### src/rtl/srst_pkg.sv
package srst_pkg;
  localparam int NCH_D    = 4;
  localparam int ADDR_W_D = 4;
  localparam int DATA_W_D = 8;

  localparam int REG_CTRL      = 0;   // full restore request lives here
  localparam int REG_OVR       = 10;  // CDR override pair lives here
  localparam int FULL_BIT      = 2;
  localparam int OVR_EN_BIT    = 3;
  localparam int OVR_FORCE_BIT = 2;

  // Default contents of a register, as a function of its address.
  function automatic logic [31:0] reg_default(input int a);
    logic [31:0] v;
    v = ((a * 29) ^ 32'hA5) & 32'hFF;
    if (a == REG_CTRL) v[FULL_BIT] = 1'b0;
    if (a == REG_OVR) begin
      v[OVR_EN_BIT]    = 1'b0;
      v[OVR_FORCE_BIT] = 1'b0;
    end
    return v;
  endfunction
endpackage

### src/rtl/srst_wr_decode.sv
module srst_wr_decode #(
  parameter int NCH  = 4,
  parameter int CH_W = 2
) (
  input  logic            we,
  input  logic [CH_W-1:0] ch,
  output logic [NCH-1:0]  wr_sel
);
  for (genvar c = 0; c < NCH; c++) begin : g_sel
    assign wr_sel[c] = we && (ch == CH_W'(c));
  end
endmodule

### src/rtl/srst_chan_slice.sv
module srst_chan_slice
  import srst_pkg::*;
#(
  parameter int ADDR_W = 4,
  parameter int DATA_W = 8
) (
  input  logic              clk,
  input  logic              rst_n,
  input  logic              wr_en,
  input  logic [ADDR_W-1:0] wr_addr,
  input  logic [DATA_W-1:0] wr_data,
  input  logic [ADDR_W-1:0] rd_addr,
  output logic [DATA_W-1:0] rd_data,
  output logic              full_hit,
  output logic              restore_o,
  output logic              ovr_en,
  output logic              ovr_force,
  output logic              cdr_rst_o
);
  localparam int NREG = 1 << ADDR_W;

  logic [DATA_W-1:0] regs [NREG];
  logic              restore_q;

  function automatic logic [DATA_W-1:0] dflt(input int i);
    logic [31:0] t;
    t = reg_default(i);
    return t[DATA_W-1:0];
  endfunction

  assign full_hit = wr_en && (wr_addr == ADDR_W'(REG_CTRL)) && wr_data[FULL_BIT];

  always_ff @(posedge clk or negedge rst_n) begin
    if (!rst_n) begin
      for (int i = 0; i < NREG; i++) regs[i] <= dflt(i);
    end else if (full_hit) begin
      for (int i = 0; i < NREG; i++) regs[i] <= dflt(i);
    end else if (wr_en) begin
      regs[wr_addr] <= wr_data;
    end
  end

  always_ff @(posedge clk or negedge rst_n) begin
    if (!rst_n) restore_q <= 1'b0;
    else        restore_q <= full_hit;
  end

  assign rd_data   = regs[rd_addr];
  assign restore_o = restore_q;
  assign ovr_en    = regs[REG_OVR][OVR_EN_BIT];
  assign ovr_force = regs[REG_OVR][OVR_FORCE_BIT];
  assign cdr_rst_o = ovr_en & ovr_force;
endmodule

### src/rtl/srst_ctrl.sv
module srst_ctrl
  import srst_pkg::*;
#(
  parameter int NCH    = NCH_D,
  parameter int ADDR_W = ADDR_W_D,
  parameter int DATA_W = DATA_W_D,
  parameter int CH_W   = $clog2(NCH)
) (
  input  logic              clk,
  input  logic              rst_n,
  input  logic              bus_we,
  input  logic [CH_W-1:0]   bus_ch,
  input  logic [ADDR_W-1:0] bus_addr,
  input  logic [DATA_W-1:0] bus_wdata,
  output logic [DATA_W-1:0] bus_rdata,
  output logic [NCH-1:0]    restore_pulse,
  output logic [NCH-1:0]    cdr_rst
);
  logic [NCH-1:0]    wr_sel;
  logic [NCH-1:0]    full_hit;
  logic [NCH-1:0]    ovr_en;
  logic [NCH-1:0]    ovr_force;
  logic [DATA_W-1:0] ch_rd [NCH];

  srst_wr_decode #(.NCH(NCH), .CH_W(CH_W)) u_dec (
    .we     (bus_we),
    .ch     (bus_ch),
    .wr_sel (wr_sel)
  );

  for (genvar c = 0; c < NCH; c++) begin : g_ch
    srst_chan_slice #(.ADDR_W(ADDR_W), .DATA_W(DATA_W)) u_slice (
      .clk       (clk),
      .rst_n     (rst_n),
      .wr_en     (wr_sel[c]),
      .wr_addr   (bus_addr),
      .wr_data   (bus_wdata),
      .rd_addr   (bus_addr),
      .rd_data   (ch_rd[c]),
      .full_hit  (full_hit[c]),
      .restore_o (restore_pulse[c]),
      .ovr_en    (ovr_en[c]),
      .ovr_force (ovr_force[c]),
      .cdr_rst_o (cdr_rst[c])
    );
  end

  assign bus_rdata = ch_rd[bus_ch];
endmodule

### config.mk
export PLATFORM = sky130hd
export DESIGN_NAME = srst_ctrl
export DESIGN_NICKNAME = d
export VERILOG_FILES = /design/src/rtl/srst_pkg.sv /design/src/rtl/srst_wr_decode.sv /design/src/rtl/srst_chan_slice.sv /design/src/rtl/srst_ctrl.sv
export SDC_FILE = /design/constraint.sdc
export NUM_CORES = 1
export LEC_CHECK = 0
export BUFFER_PORTS_ARGS = -buffer_cell sky130_fd_sc_hd__buf_2
export CORE_MARGIN = 5
export CORE_UTILIZATION = 61
export DETAILED_ROUTE_END_ITERATION = 8
export PLACE_DENSITY = 0.85
export SLEW_MARGIN = 20
export SYNTH_ARGS = -nofsm -noshare
export SYNTH_HDL_FRONTEND = slang
export SYNTH_SLANG_ARGS = --single-unit
### constraint.sdc
create_clock -name clk -period 7.9 [get_ports clk]
set_input_delay 1.58 -clock clk [delete_from_list [all_inputs] [get_ports clk]]
set_output_delay 1.58 -clock clk [all_outputs]
set_load 0.05 [all_outputs]
## Word-level counts from Yosys, hierarchy flattened

Cells that the tools add are included.
Widths: inputs -> output; s select.

- Flip-flop bits (word level): 516
- Bits of input ports: 17
- Output and inout bits: 16
- Logic and storage cells: 128

- Order comparisons: 3
- Eq/ne operators: 3
- Muxes and demuxes: 29
- Bitwise operators: 6
- Reduce and logical (&&, ||, !) cells: 19

Operators by type and width:

| operator | number |
|---|---|
| $mux 128 | 8 |
| $bwmux 128 | 4 |
| $bmux 8 s4 | 4 |
| $mux 8 | 11 |
| $demux 8 s4 | 1 |
| $bmux 8 s2 | 1 |
| $logic_and 1x1->1 | 13 |
| $reduce_bool 2->1 | 4 |
| $ge 5x5->1 const B | 1 |
| $lt 5x1->1 const B | 1 |
| $not 4->5 | 1 |
| $and 1x1->1 | 4 |
| $eq 2x2->1 const B | 2 |
| $logic_not 4->1 | 1 |
| $ge 3x3->1 const B | 1 |
| $not 2->3 | 1 |
| $eq 2x1->1 const B | 1 |
| $logic_not 2->1 | 1 |

## Depth between registers and ports, before layout

- Word-level depth: 8
- Gate-level depth with buffers: 9
- Mapped depth without buffers: 4

## Hierarchy

From an unflattened synthesis, not the netlist that was laid out.

- Cells, all modules: 2562
- Area, all modules: 26042.5 um^2

By module, submodules not included:

| module | times used | cells each | area an instance (um^2) | sequential area each (um^2) |
|---|---|---|---|---|
| srst_chan_slice at g_ch[1].u_slice ... | 3 | 637 | 6453.7 | 3308.2 |
| srst_chan_slice at g_ch[0].u_slice | 1 | 637 | 6447.4 | 3308.2 |
| srst_ctrl | 1 | 10 | 196.4 | 0.0 |
| srst_wr_decode | 1 | 4 | 37.5 | 0.0 |

## Worst setup path after synthesis

OpenSTA, ideal clock, no wires.

- Path kind: in2out
- Start point: input bus_addr[0]
- End point: output bus_rdata[4]
- Arrival: 3.685 ns
- Required time: 6.320 ns
- Setup slack: 2.635 ns
- Cell stages on the path: 7
- Path buffers: 3
- Cells stage by stage: clkbuf_1 buf_4 buf_2 mux4_2 a22oi_1 a21oi_1 or4_1

- Cells in the longest elaborated chain, start to end: 7
- Elaborated cells on any way between the ends: 16
- Classes of those cells: 15 x mux; 1 x bitwise

RTL lines:

| element | line | text |
|---|---|---|
| from (decl) | srst_ctrl.sv:13 | `input logic [ADDR_W-1:0] bus_addr,` |
| $not 4->5 (implied by the code) * | srst_chan_slice.sv:48 | `assign rd_data = regs[rd_addr];` |
| $bmux 8 s4 | srst_chan_slice.sv:48 |  |
| $mux 8 (implied by the code) (2 in a row) | srst_chan_slice.sv:48 |  |
| $bmux 8 s2 * | srst_ctrl.sv:48 | `assign bus_rdata = ch_rd[bus_ch];` |
| $mux 8 (implied by the code) * (2 in a row) | srst_ctrl.sv:48 |  |
| to (decl) | srst_ctrl.sv:15 | `output logic [DATA_W-1:0] bus_rdata,` |

Every way passes the cells marked *; elsewhere a longest branch is shown, timed or not. The select of a mux whose other input is x is not followed.

## Worst setup path in the final report

- Start point: input bus_addr[0]
- End point: output bus_rdata[6]

The elaborated chain is that of the path after synthesis.

==> out/metrics.cfg <==
[sta]
min_period_ns=6.35
clock_skew_ns=0
rsz0062_at_grt=false
tns_ns=0
period_share_pct=80.4
max_freq_mhz=157
hold_violations=0
setup_viol=0
final.setup.worst_slack_ns=1.55
timing.slew.headroom_pct=19.7
worstMarginPinSlew_ns=1.20
slew_viol_final=0

[synth]
synth_ff_type=dfrtp_1
yosysMostFrequentCell=nand2_1
synthTopCellsByArea=dfstp_2 (27%), dfrtp_1 (26%), nand2_1 (12%)
syn_avg_cell_area_um2=9.60
synth_top_area_share_pct=26.8
synth_nets=2628
synth_common_cells=nand2_1 (812), nand3_1 (410), dfrtp_1 (260)
synth_cell_types=33
yosysWarnings=0
synth_edf_count=0
ys_seq_area_share_pct=52.8
yosysTopAreaCell=dfstp_2
synth_area_mm2=0.0251
synthCells=2611
ys_seq_elements=516
async_reset_ff_share_pct=100

[setup_path]
critPathSlowestCell=or4_1
crit_cells=8
cp.arrival_ns=4.77
cpPeakStageDelay_ns=0.65
reg2reg_slack_ns=7.08
criticalPathCategory=in2out
end_kind=primary output
cp.required_ns=6.32
worst-path-max-fanout=59
reg2reg_depth=2
crit-reg2reg-launch=g_ch[0].u_slice.regs[125]
path_buf_inv=4
critPathLaunch=bus_addr[0]
regToRegEndpoint=g_ch[0].u_slice.regs[125]
worstSetupEndpoint=bus_rdata[6]
cp-start-kind=input pin
path_cells=buf_8 > buf_16 > buf_12 > mux4_2 > a22oi_1 > a21oi_1 > or4_1 > buf_2
crit_family=buffers and inverters

[job]
cap_violations=0

[place]
hpwl_um=45700
gp_congestion=0.962
placed_area_mm2=0.0253
preCtsSetupSlack_ns=1.61
io_buffers=32

[floorplanning]
die_h_um=213
start_util_pct=61.5
die_area_mm2=0.0452
core_mm2=0.0407
fp.dieW_um=213
rows=74
ioPinCount=33

[cts]
cts_setup_buffers=0
cts_tree=yes
hold_buffers=0
cts.sinks=516
clk_pin_slew_ns=0.06
clk_root_buffer_cell=clkbuf_16
ctsHtreeMaxLevel=2
cts_resized=0
clock_path_buffers=3
worst_skew_pair.late_latency_ns=0.60
cts_buffers=53

[routing]
drtPass1Iterations=8
drc=0
initialDrtViolationCount=3208
viasPerCell=6.97
routedWlPerCell_um=25.0
vias=21418
routed_wl_um=76800
antenna_left=0

[power]
finalPower_mw=7.24
swShare_pct=27.2
p_sw_mw=1.97
p_leak_nw=11.6
combPwrFrac_pct=15.2
clockPowerShare_pct=35.3
p_per_area_mw_per_mm2=267
seq_power_share_pct=49.4
p_int_mw=5.27
peakVddDrop_v=0.000197

[global_routing]
grt_pass1_wl_um=121000
overflow=0
grt_max_degree=195
antenna_found_initial=6
grt_pass1_vias=21571
grt_use_total_pct=34.2

[layout]
finish.instance_area_mm2=0.0271
multi_input_area_mm2=0.0109
register_area_mm2=0.0132
final_layout_size_suffix_gt1_share_pct=22.4
fin_util_pct=66.6
fill_cells=2906
nets=2512
area_delta_synth_final_pct=8.30

[status]
status=finished, final reports clean

[hold_path]
min_path_type=reg2reg

-- stage by stage --
step,hold WS (ns),instances
floorplan,0.445,2611
global placement,0.458,2971
detailed placement,0.470,2971
CTS,0.486,3070
global route,0.490,3072
finish,0.483,3075
-- worst reg2reg max path, stage by stage (launching register included) --
cell and delay [ns]:
dfstp_2 0.58, nand2_1 0.07, o21ai_0 0.09
-- final cells by class --
| cell class | count | share of cell area (%) |
|---|---|---|
| Antenna cell | 4 | 0.0369 |
| Clock buffer | 79 | 5.69 |
| Clock inverter | 20 | 0.853 |
| Inverter | 4 | 0.0553 |
| Multi-Input combinational cell | 1846 | 40.1 |
| Sequential cell | 516 | 48.8 |
| Tap cell | 532 | 2.45 |
| Timing Repair Buffer | 74 | 2.01 |
-- worst min path at each step --
stage / from / to / cells past startpoint
after global placement: g_ch[1].u_slice.regs[123] / g_ch[1].u_slice.regs[123] / 2
after CTS: g_ch[1].u_slice.regs[122] / g_ch[1].u_slice.regs[122] / 1
after detailed placement: g_ch[0].u_slice.regs[122] / g_ch[0].u_slice.regs[122] / 1
after floorplan: g_ch[0].u_slice.regs[121] / g_ch[0].u_slice.regs[121] / 2
after global routing: g_ch[1].u_slice.regs[122] / g_ch[1].u_slice.regs[122] / 1
final: g_ch[1].u_slice.regs[122] / g_ch[1].u_slice.regs[122] / 1
-- kinds of logic (layout without fill, tap and decap cells) --
kind of cell / Yosys count / in the layout / synth area share [%]
AND/OR/NAND/NOR: 1328 / 1328 / 23.0
flip-flops: 516 / 516 / 52.8
AO/OA/AOI/OAI: 390 / 390 / 8.52
buffers and inverters: 249 / 177 / 4.13
multiplexers: 128 / 128 / 11.5
other: 0 / 4 / 0
-- registers in the layout, summed over array words and instances (netlist names) --
register / cells
g_ch.u_slice.ovr_force: 4
g_ch.u_slice.regs: 504
g_ch.u_slice.restore_o: 4
g_ch.u_slice.ovr_en: 4
-- cells in the final DEF, fill, tap and decap left out, types with 6 or more instances in the layout --
master and instances:
nand2_1 812, nand3_1 406, dfrtp_1 260, dfstp_2 256, a21oi_1 232, mux4_2 128, o21ai_0 88, a22oi_1 64
clkbuf_16 53, buf_4 39, nor2_1 31, buf_2 29, clkbuf_1 14, and3_1 13, and2_1 13, clkbuf_8 12
clkinv_2 11, or4_1 8, nand2b_1 6, or2_2 6, a22o_1 6
-- power by group through the flow --
stage               clock network (mW)  logic [mW]  registers, mW
finish                            2.56        1.10           3.58
global placement                     0        1.01           3.57
CTS                               2.56        1.08           3.56
global route                      2.68        1.20           3.62
detailed placement                   0        1.07           3.60
floorplan                            0       0.807           3.47
-- routing by layer --
metal  track usage, %  wire (um)  part of all wire (%)
met5                0         26                 0.034
met4             18.6       4820                   6.3
met1             45.2      26100                    34
met2             50.8      34500                    45
met3             11.3      11300                    15
(Power assumes the default switching activity.)
